**src/rtl/rcp_pkg.sv**
```systemverilog
package rcp_pkg;
  localparam int ADDR_W  = 16;
  localparam int PAD_W   = 3;
  localparam int CTL_W   = 5;
  localparam int FRAME_W = ADDR_W + PAD_W + CTL_W;
  localparam int STAT_W  = 2 + ADDR_W;
  localparam int ZERO_W  = FRAME_W - STAT_W;
  localparam int CNT_W   = $clog2(FRAME_W + 2);
  localparam int SYNC_N  = 3;

  // control bit positions within the control field
  localparam int K_CUE  = 0;
  localparam int K_KEEP = 1;
  localparam int K_PWR  = 2;
  localparam int K_PLAY = 3;
  localparam int K_RUN  = 4;

  typedef struct packed {
    logic frameStart;
    logic frameEnd;
    logic sampleBit;
    logic shiftOut;
  } dpCtl_t;

  typedef struct packed {
    logic powerUp;
    logic powerDown;
    logic setPlay;
    logic play;
    logic setRec;
    logic rec;
    logic setCue;
    logic cue;
    logic stop;
  } cmdStrobe_t;
endpackage

```
**src/rtl/rcp_sync.sv**
```systemverilog
module rcp_sync #(
  parameter int   STAGES  = 2,
  parameter logic RST_VAL = 1'b0
) (
  input  logic clk,
  input  logic rstN,
  input  logic d,
  output logic q
);
  logic [STAGES-1:0] stg;

  always_ff @(posedge clk or negedge rstN) begin
    if (!rstN) stg <= {STAGES{RST_VAL}};
    else       stg <= {stg[STAGES-2:0], d};
  end

  assign q = stg[STAGES-1];
endmodule

```
**src/rtl/rcp_control.sv**
```systemverilog
module rcp_control
  import rcp_pkg::*;
(
  input  logic             clk,
  input  logic             rstN,
  input  logic             ssN,
  input  logic             sclk,
  input  logic             mosi,
  input  logic [CTL_W-1:0] ctlBits,
  output dpCtl_t           dpCtl,
  output logic             mosiBit,
  output logic             misoEn,
  output cmdStrobe_t       cmd,
  output logic             loadAddr
);
  localparam logic [SYNC_N-1:0] SYNC_RST = 3'b001;
  localparam logic [CNT_W-1:0]  CNT_MAX  = CNT_W'(FRAME_W + 1);
  localparam logic [CNT_W-1:0]  CNT_OK   = CNT_W'(FRAME_W);

  logic [SYNC_N-1:0] rawPins, syncPins;
  assign rawPins = {mosi, sclk, ssN};

  for (genvar i = 0; i < SYNC_N; i++) begin : g_sync
    rcp_sync #(.STAGES(2), .RST_VAL(SYNC_RST[i])) u_sync (
      .clk (clk),
      .rstN(rstN),
      .d   (rawPins[i]),
      .q   (syncPins[i])
    );
  end

  logic ssS, sclkS, ssPrev, sclkPrev;
  assign ssS     = syncPins[0];
  assign sclkS   = syncPins[1];
  assign mosiBit = syncPins[2];

  always_ff @(posedge clk or negedge rstN) begin
    if (!rstN) begin
      ssPrev   <= 1'b1;
      sclkPrev <= 1'b0;
    end else begin
      ssPrev   <= ssS;
      sclkPrev <= sclkS;
    end
  end

  logic ssFall, ssRise, sclkRise, sclkFall;
  assign ssFall   = ssPrev & ~ssS;
  assign ssRise   = ~ssPrev & ssS;
  assign sclkRise = ~sclkPrev & sclkS & ~ssS;
  assign sclkFall = sclkPrev & ~sclkS & ~ssS;

  logic [CNT_W-1:0] bitCnt;
  always_ff @(posedge clk or negedge rstN) begin
    if (!rstN)                             bitCnt <= '0;
    else if (ssFall)                       bitCnt <= '0;
    else if (sclkRise && bitCnt != CNT_MAX) bitCnt <= bitCnt + 1'b1;
  end

  logic frameOk;
  assign frameOk = (bitCnt == CNT_OK);

  assign dpCtl.frameStart = ssFall;
  assign dpCtl.frameEnd   = ssRise & frameOk;
  assign dpCtl.sampleBit  = sclkRise;
  assign dpCtl.shiftOut   = sclkFall;
  assign misoEn           = ~ssS;

  cmdStrobe_t cmdNext;
  logic       loadNext;
  logic       kCue, kKeep, kPwr, kPlay, kRun;
  assign kCue  = ctlBits[K_CUE];
  assign kKeep = ctlBits[K_KEEP];
  assign kPwr  = ctlBits[K_PWR];
  assign kPlay = ctlBits[K_PLAY];
  assign kRun  = ctlBits[K_RUN];

  always_comb begin
    cmdNext  = '0;
    loadNext = 1'b0;
    if (dpCtl.frameEnd) begin
      if (!kPwr) begin
        cmdNext.powerDown = 1'b1;
      end else if (!kRun) begin
        if (kKeep) cmdNext.stop    = 1'b1;
        else       cmdNext.powerUp = 1'b1;
      end else if (kPlay) begin
        if (kCue) begin
          if (kKeep) cmdNext.cue    = 1'b1;
          else       cmdNext.setCue = 1'b1;
        end else begin
          if (kKeep) cmdNext.play    = 1'b1;
          else       cmdNext.setPlay = 1'b1;
        end
      end else begin
        if (kKeep) cmdNext.rec    = 1'b1;
        else       cmdNext.setRec = 1'b1;
      end
      loadNext = kPwr & kRun & ~kKeep;
    end
  end

  always_ff @(posedge clk or negedge rstN) begin
    if (!rstN) begin
      cmd      <= '0;
      loadAddr <= 1'b0;
    end else begin
      cmd      <= cmdNext;
      loadAddr <= loadNext;
    end
  end
endmodule

```
**src/rtl/rcp_datapath.sv**
```systemverilog
module rcp_datapath
  import rcp_pkg::*;
(
  input  logic              clk,
  input  logic              rstN,
  input  dpCtl_t            dpCtl,
  input  logic              mosiBit,
  input  logic              ovfIn,
  input  logic              eomIn,
  input  logic [ADDR_W-1:0] rowPtr,
  output logic [CTL_W-1:0]  ctlBits,
  output logic [ADDR_W-1:0] addrOut,
  output logic              misoData,
  output logic              intPending
);
  logic [FRAME_W-1:0] inReg, outReg;
  logic               ovfFlag, eomFlag;

  always_ff @(posedge clk or negedge rstN) begin
    if (!rstN)                inReg <= '0;
    else if (dpCtl.sampleBit) inReg <= {mosiBit, inReg[FRAME_W-1:1]};
  end

  always_ff @(posedge clk or negedge rstN) begin
    if (!rstN)                 outReg <= '0;
    else if (dpCtl.frameStart) outReg <= {{ZERO_W{1'b0}}, rowPtr, eomFlag, ovfFlag};
    else if (dpCtl.shiftOut)   outReg <= {1'b0, outReg[FRAME_W-1:1]};
  end

  always_ff @(posedge clk or negedge rstN) begin
    if (!rstN) begin
      ovfFlag <= 1'b0;
      eomFlag <= 1'b0;
    end else begin
      ovfFlag <= (ovfFlag & ~dpCtl.frameStart) | ovfIn;
      eomFlag <= (eomFlag & ~dpCtl.frameStart) | eomIn;
    end
  end

  always_ff @(posedge clk or negedge rstN) begin
    if (!rstN)               addrOut <= '0;
    else if (dpCtl.frameEnd) addrOut <= inReg[ADDR_W-1:0];
  end

  assign ctlBits    = inReg[FRAME_W-1 -: CTL_W];
  assign misoData   = outReg[0];
  assign intPending = ovfFlag | eomFlag;
endmodule

```
**src/rtl/rec_ctl_port.sv**
```systemverilog
module rec_ctl_port
  import rcp_pkg::*;
(
  input  logic              clk,
  input  logic              rstN,
  input  logic              ssN,
  input  logic              sclk,
  input  logic              mosi,
  output logic              misoData,
  output logic              misoEn,
  input  logic              ovfIn,
  input  logic              eomIn,
  input  logic [ADDR_W-1:0] rowPtr,
  output logic              cmdPowerUp,
  output logic              cmdPowerDown,
  output logic              cmdSetPlay,
  output logic              cmdPlay,
  output logic              cmdSetRec,
  output logic              cmdRec,
  output logic              cmdSetCue,
  output logic              cmdCue,
  output logic              cmdStop,
  output logic              loadAddr,
  output logic [ADDR_W-1:0] addrOut,
  output logic              intPending
);
  dpCtl_t           dpCtl;
  cmdStrobe_t       cmd;
  logic             mosiBit;
  logic [CTL_W-1:0] ctlBits;

  rcp_control u_control (
    .clk     (clk),
    .rstN    (rstN),
    .ssN     (ssN),
    .sclk    (sclk),
    .mosi    (mosi),
    .ctlBits (ctlBits),
    .dpCtl   (dpCtl),
    .mosiBit (mosiBit),
    .misoEn  (misoEn),
    .cmd     (cmd),
    .loadAddr(loadAddr)
  );

  rcp_datapath u_datapath (
    .clk       (clk),
    .rstN      (rstN),
    .dpCtl     (dpCtl),
    .mosiBit   (mosiBit),
    .ovfIn     (ovfIn),
    .eomIn     (eomIn),
    .rowPtr    (rowPtr),
    .ctlBits   (ctlBits),
    .addrOut   (addrOut),
    .misoData  (misoData),
    .intPending(intPending)
  );

  assign cmdPowerUp   = cmd.powerUp;
  assign cmdPowerDown = cmd.powerDown;
  assign cmdSetPlay   = cmd.setPlay;
  assign cmdPlay      = cmd.play;
  assign cmdSetRec    = cmd.setRec;
  assign cmdRec       = cmd.rec;
  assign cmdSetCue    = cmd.setCue;
  assign cmdCue       = cmd.cue;
  assign cmdStop      = cmd.stop;
endmodule

```
**config.mk**
```make
export PLATFORM = sky130hd
export DESIGN_NAME = rec_ctl_port
export DESIGN_NICKNAME = d
export VERILOG_FILES = /design/src/rtl/rcp_pkg.sv /design/src/rtl/rcp_sync.sv /design/src/rtl/rcp_control.sv /design/src/rtl/rcp_datapath.sv /design/src/rtl/rec_ctl_port.sv
export SDC_FILE = /design/constraint.sdc
export NUM_CORES = 1
export LEC_CHECK = 0
export BUFFER_PORTS_ARGS = -buffer_cell sky130_fd_sc_hd__buf_2
export CAP_MARGIN = 20
export CORE_MARGIN = 10
export CORE_UTILIZATION = 56
export DETAILED_ROUTE_END_ITERATION = 7
export PLACE_DENSITY = 0.86
export SLEW_MARGIN = 0
export SYNTH_ARGS = -nofsm -noshare
export SYNTH_HDL_FRONTEND = slang
export SYNTH_SLANG_ARGS = --single-unit
```
**constraint.sdc**
```tcl
create_clock -name clk -period 2.15 [get_ports clk]
set_input_delay 0.3225 -clock clk [delete_from_list [all_inputs] [get_ports clk]]
set_output_delay 0.3225 -clock clk [all_outputs]
set_load 0.05 [all_outputs]
```
Word-level counts from Yosys, hierarchy flattened
Index checks and enable logic that the tools add are counted.
- output and inout bits: 29
- register bits after elaboration: 89
- logic and storage cells: 66
- bits of input ports: 23
- equality and inequality tests: 2
- bitwise gates (word level): 20
- mux-type cells: 19
- reductions and logical operators: 3
- add/sub/neg operators: 1
- operators by type and width (operator ; number):
    2-to-1 mux 24 bit ; 2
    AND 1 bit ; 11
    2-to-1 mux 2 bit ; 5
    2-to-1 mux 5 bit ; 2
    2-to-1 mux 9 bit ; 1
    2-to-1 mux 1 bit ; 7
    2-to-1 mux 7 bit ; 1
    2-to-1 mux 6 bit ; 1
    NOT 1 bit ; 6
    adder 5 x 1 -> 5 bit, second input constant ; 1
    == test 5 bit, second input constant ; 1
    != test 5 bit, second input constant ; 1
    nonzero test 2 bit ; 2
    OR 1 bit ; 3
    logical AND 1 bit ; 1

Logic depth before layout (Yosys ltp)
- depth after elaboration: 6
- mapped depth: 7
- gate-level depth less buffers: 5

By module
Synthesis repeated with hierarchy kept, for this count alone.
- cell total of the unflattened synthesis: 249
- area, all modules: 3469.6 sq um
- modules (own cells, without submodules) (module ; sequential area each (sq um) ; cells an instance ; times used ; area an instance (sq um)):
    rcp_datapath ; 1501.4 ; 174 ; 1 ; 2568.7
    rcp_control ; 426.7 ; 69 ; 1 ; 748.2
    rcp_sync (u_control.g_sync[1].u_sync ...) ; 50.0 ; 2 ; 2 ; 50.0
    rcp_sync (u_control.g_sync[0].u_sync) ; 52.6 ; 2 ; 1 ; 52.6

Worst setup path after synthesis
OpenSTA, ideal clock, no wires.
- kind: register to register
- start point: register u_control.g_sync[0].u_sync.stg[1]
- end point: register u_datapath.addrOut[10]
- path buffers: 3
- cell stages (with the launch flop): 7
- required time: 2.025 ns
- library setup time: 0.125 ns
- path slack: 0.454 ns
- data arrival time: 1.571 ns
- clock period less this slack: 1.696 ns
- cell sequence: dfstp_2 > buf_6 > and4bb_2 > and2_1 > buf_6 > buf_6 > mux2_2
- word-level cells in the longest chain between the ends: 2
- ends and longest elaborated chain (item ; line ; RTL):
    start: declaration ; rcp_sync.sv:10 ; logic [STAGES-1:0] stg;
    start signal: assignment ; rcp_sync.sv:13 ; if (!rstN) stg <= {STAGES{RST_VAL}};
    start signal: assignment ; rcp_sync.sv:14 ; else stg <= {stg[STAGES-2:0], d};
    AND 1 bit ; rcp_control.sv:49 ; assign ssRise = ~ssPrev & ssS;
    AND 1 bit ; rcp_control.sv:64 ; assign dpCtl.frameEnd = ssRise & frameOk;
    end signal: assignment ; rcp_datapath.sv:42 ; else if (dpCtl.frameEnd) addrOut <= inReg[ADDR_W-1:0];
    end: declaration ; rcp_datapath.sv:12 ; output logic [ADDR_W-1:0] addrOut,
No other way between the ends.
A chain may end at the register's enable or synchronous reset.

Worst setup path after layout
- start point: register u_control.g_sync[0].u_sync.stg[1]
- end point: register u_datapath.addrOut[14]
The elaborated chain is that of the path after synthesis.

==> flow_metrics.env <==
export IMPL_status="finished, final reports clean"
export IMPL_grt_max_degree=62
export IMPL_grt_remaining_overflow=0
export IMPL_synth_edff_count=0
export IMPL_synthesis_nets=319
export IMPL_clk_latency_ns=0.35
export IMPL_routed_wl_mm=6.01
export IMPL_hpwlAfterDp_mm=4.07
export IMPL_cts_hold_buf=1
export IMPL_fmax_mhz=556
export IMPL_cts_buffers=9
export IMPL_synthFlopType="dfrtp_1"
export IMPL_fillers=409
export IMPL_dieArea_um2=9360
export IMPL_root_buffer="clkbuf_8"
export IMPL_cp_end_kind="flip-flop"
export IMPL_place_ws_ns=0.366
export IMPL_critical_path_top_delay_family="flip-flops"
export IMPL_p_leak_nw=1.97
export IMPL_clk_pin_slew_ns=0.08
export IMPL_ir_drop_mv=0.470
export IMPL_yosysSeqAreaShare_pct=63.0
export IMPL_crit_fanout=17
export IMPL_final_common_cell="nand2_1"
export IMPL_finalCriticalPeriod_ns=1.80
export IMPL_worstSetupStartpointType="flip-flop"
export IMPL_crit_required_ns=2.37
export IMPL_postRouteAntennaNets=0
export IMPL_worstPathCellList="and4bb_2 -> and2_1 -> buf_4 -> mux2_2"
export IMPL_synthToLayoutAreaGrowth_pct=16.8
export IMPL_placed_cells=407
export IMPL_cts_setup_buffers=0
export IMPL_antenna_cells=0
export IMPL_hold_class="in2reg"
export IMPL_cts_max_path_buffers=2
export IMPL_synth_async_sr_flop_share_pct=100
export IMPL_setup_violations=0
export IMPL_vias_per_cell=5.21
export IMPL_crit_arrival_ns=2.02
export IMPL_wl_per_cell_um=14.2
export IMPL_die_y_um=96.8
export IMPL_cts_resized=0
export IMPL_crit_type="reg2reg"
export IMPL_synth_distinct_cells=32
export IMPL_synth_ff_latch_count=83
export IMPL_crit_buf_inv=1
export IMPL_syn_area_um2=3300
export IMPL_htree_levels=3
export IMPL_drive_above_1_share_pct=27.6
export IMPL_syn_inst=293
export IMPL_cts_sinks=83
export IMPL_antenna_found_initial=0
export IMPL_io_pins=52
export IMPL_io_buffers=51
export IMPL_coreArea_um2=5610
export IMPL_fin_crit_sh_pct=83.6
export IMPL_rsz0062_at_grt="false"
export IMPL_yosys_warnings=0
export IMPL_final_nets=373
export IMPL_maxCapViolCount=0
export IMPL_start_util_pct=58.9
export IMPL_skew_ns=0.0113
export IMPL_tightest_slew_ns=0.314
export IMPL_hold_viol=0
export IMPL_pwr_density_cell_nw_per_um2=837
export IMPL_rows=27
export IMPL_die_w_um=96.8
export IMPL_slew_violations=0
export IMPL_fin_cells=424
export IMPL_tns_ns=0
export IMPL_max_slew_margin_pct=79.0
export IMPL_grt_pass1_wl_mm=10.1
export IMPL_critical_path_max_stage_delay_ns=0.64
export IMPL_cts_tree="yes"
export IMPL_post_route_util_pct=68.8
export IMPL_avgSynthCellArea_um2=11.3
export IMPL_dr_pass1_iters=4
export IMPL_setup_slack_ns=0.353
export IMPL_gp_congestion=0.836
export IMPL_drt_iter0_markers=174
export IMPL_drc=0
export IMPL_grt_usage_pct=13.0
export IMPL_vias=2208
export IMPL_grt_pass1_vias=2135
export IMPL_mostFrequentLayoutCells="95 x nand2_1, 80 x dfrtp_1, 50 x buf_2"
export IMPL_crit_slowest_cell="dfstp_2"
[synth_stat cells, drive strengths merged (2+ instances only)]
| library cell | number | area (µm²) |
|---|---|---|
| a21o | 2 | 15.0 |
| a21oi | 5 | 25.0 |
| and2 | 3 | 18.8 |
| and4b | 2 | 20.0 |
| buf | 6 | 60.1 |
| clkbuf | 9 | 33.8 |
| dfrtp | 80 | 2000 |
| dfstp | 3 | 78.8 |
| ha | 3 | 37.5 |
| inv | 3 | 11.3 |
| mux2 | 16 | 180 |
| mux2i | 17 | 170 |
| nand2 | 95 | 357 |
| nand2b | 2 | 12.5 |
| nand3 | 3 | 15.0 |
| nor2 | 4 | 15.0 |
| nor3b | 2 | 20.0 |
| nor4 | 3 | 18.8 |
| o21ai | 22 | 110 |
| or3 | 3 | 18.8 |
[flip-flops by register name, indices dropped and copies added (netlist names)]
signal                       flops
u_datapath.eomFlag               1
u_datapath.inReg                24
u_control.cmd                    9
u_control.loadAddr               1
u_datapath.outReg               18
u_control.bitCnt                 5
u_datapath.ovfFlag               1
u_control.g_sync.u_sync.stg      6
u_control.ssPrev                 1
u_datapath.addrOut              16
u_control.sclkPrev               1
[worst reg2reg max path, delay by kind of cell (launching register included)]
| kind | cells | cell delay [ns] |
|---|---|---|
| flops | 1 | 0.64 |
| buf+inv | 1 | 0.24 |
| mux | 1 | 0.38 |
| simple gates | 2 | 0.43 |
[power by group]
| group | internal (W) | leakage [nW] | switching (W) | total (W) |
|---|---|---|---|---|
| sequential | 0.00167 | 1.09 | 0.0000863 | 0.00175 |
| combinational | 0.0000992 | 0.768 | 0.000142 | 0.000241 |
| clock | 0.000685 | 0.108 | 0.000546 | 0.00123 |
| total | 0.00245 | 1.97 | 0.000774 | 0.00323 |
[cells by family (layout without fill, tap and decap cells)]
family	after synthesis	count (layout)	share of synthesized area, %
and+or+nand+nor	126	126	17.2
adders and majority gates	3	3	1.14
AOI/OAI and AO/OA	30	30	4.78
DFF	83	83	63.0
muxes	33	33	10.6
buffers and inverters	18	77	3.18
[cell type report]
type / count / area, µm² / area share, %
clock inverter: 6 / 88.8 / 2.30
clock buffer: 10 / 138 / 3.57
inverter: 3 / 11.3 / 0.292
timing repair buffer: 58 / 325 / 8.44
sequential: 83 / 2080 / 54.0
tap: 72 / 90.1 / 2.34
multi-input combinational: 192 / 1120 / 29.1
[stage by stage]
step	power, W	hold WS [ns]	instance area (µm²)
after floorplan	0.00192	0.0269	3300
after global placement	0.00201	0.232	3620
after detailed placement	0.00202	0.233	3620
after CTS	0.00325	0.0646	3860
after global routing	0.00338	0.0503	3860
final	0.00323	0.0760	3860
[path summary, 6_finish.rpt]
| check | start | end | slack, ns | cells past startpoint |
|---|---|---|---|---|
| max reg2reg | u_control.g_sync[0].u_sync.stg[1] | u_datapath.addrOut[14] | 0.35 | 4 |
| min reg2reg | u_control.g_sync[2].u_sync.stg[0] | u_control.g_sync[2].u_sync.stg[1] | 0.36 | 0 |
| min in group asynchronous | rstN | u_datapath.inReg[0] | 0.41 | 2 |
| max in group asynchronous | rstN | u_control.ssPrev | 1.09 | 3 |
| max | u_control.g_sync[0].u_sync.stg[1] | u_datapath.addrOut[14] | 0.35 | 4 |
| min | ssN | u_control.g_sync[0].u_sync.stg[0] | 0.08 | 1 |
[metal layers]
metal | global-route usage, % | vias to the layer above | wire, µm
met3 | 4.68 | 15 | 286
met4 | 6.43 | 0 | 143
li1 | - | 1080 | -
met1 | 16.3 | 1070 | 2730
met5 | 0 | - | 0
met2 | 19.3 | 43 | 2850
No activity file was read; power rests on OpenSTA's default activity.
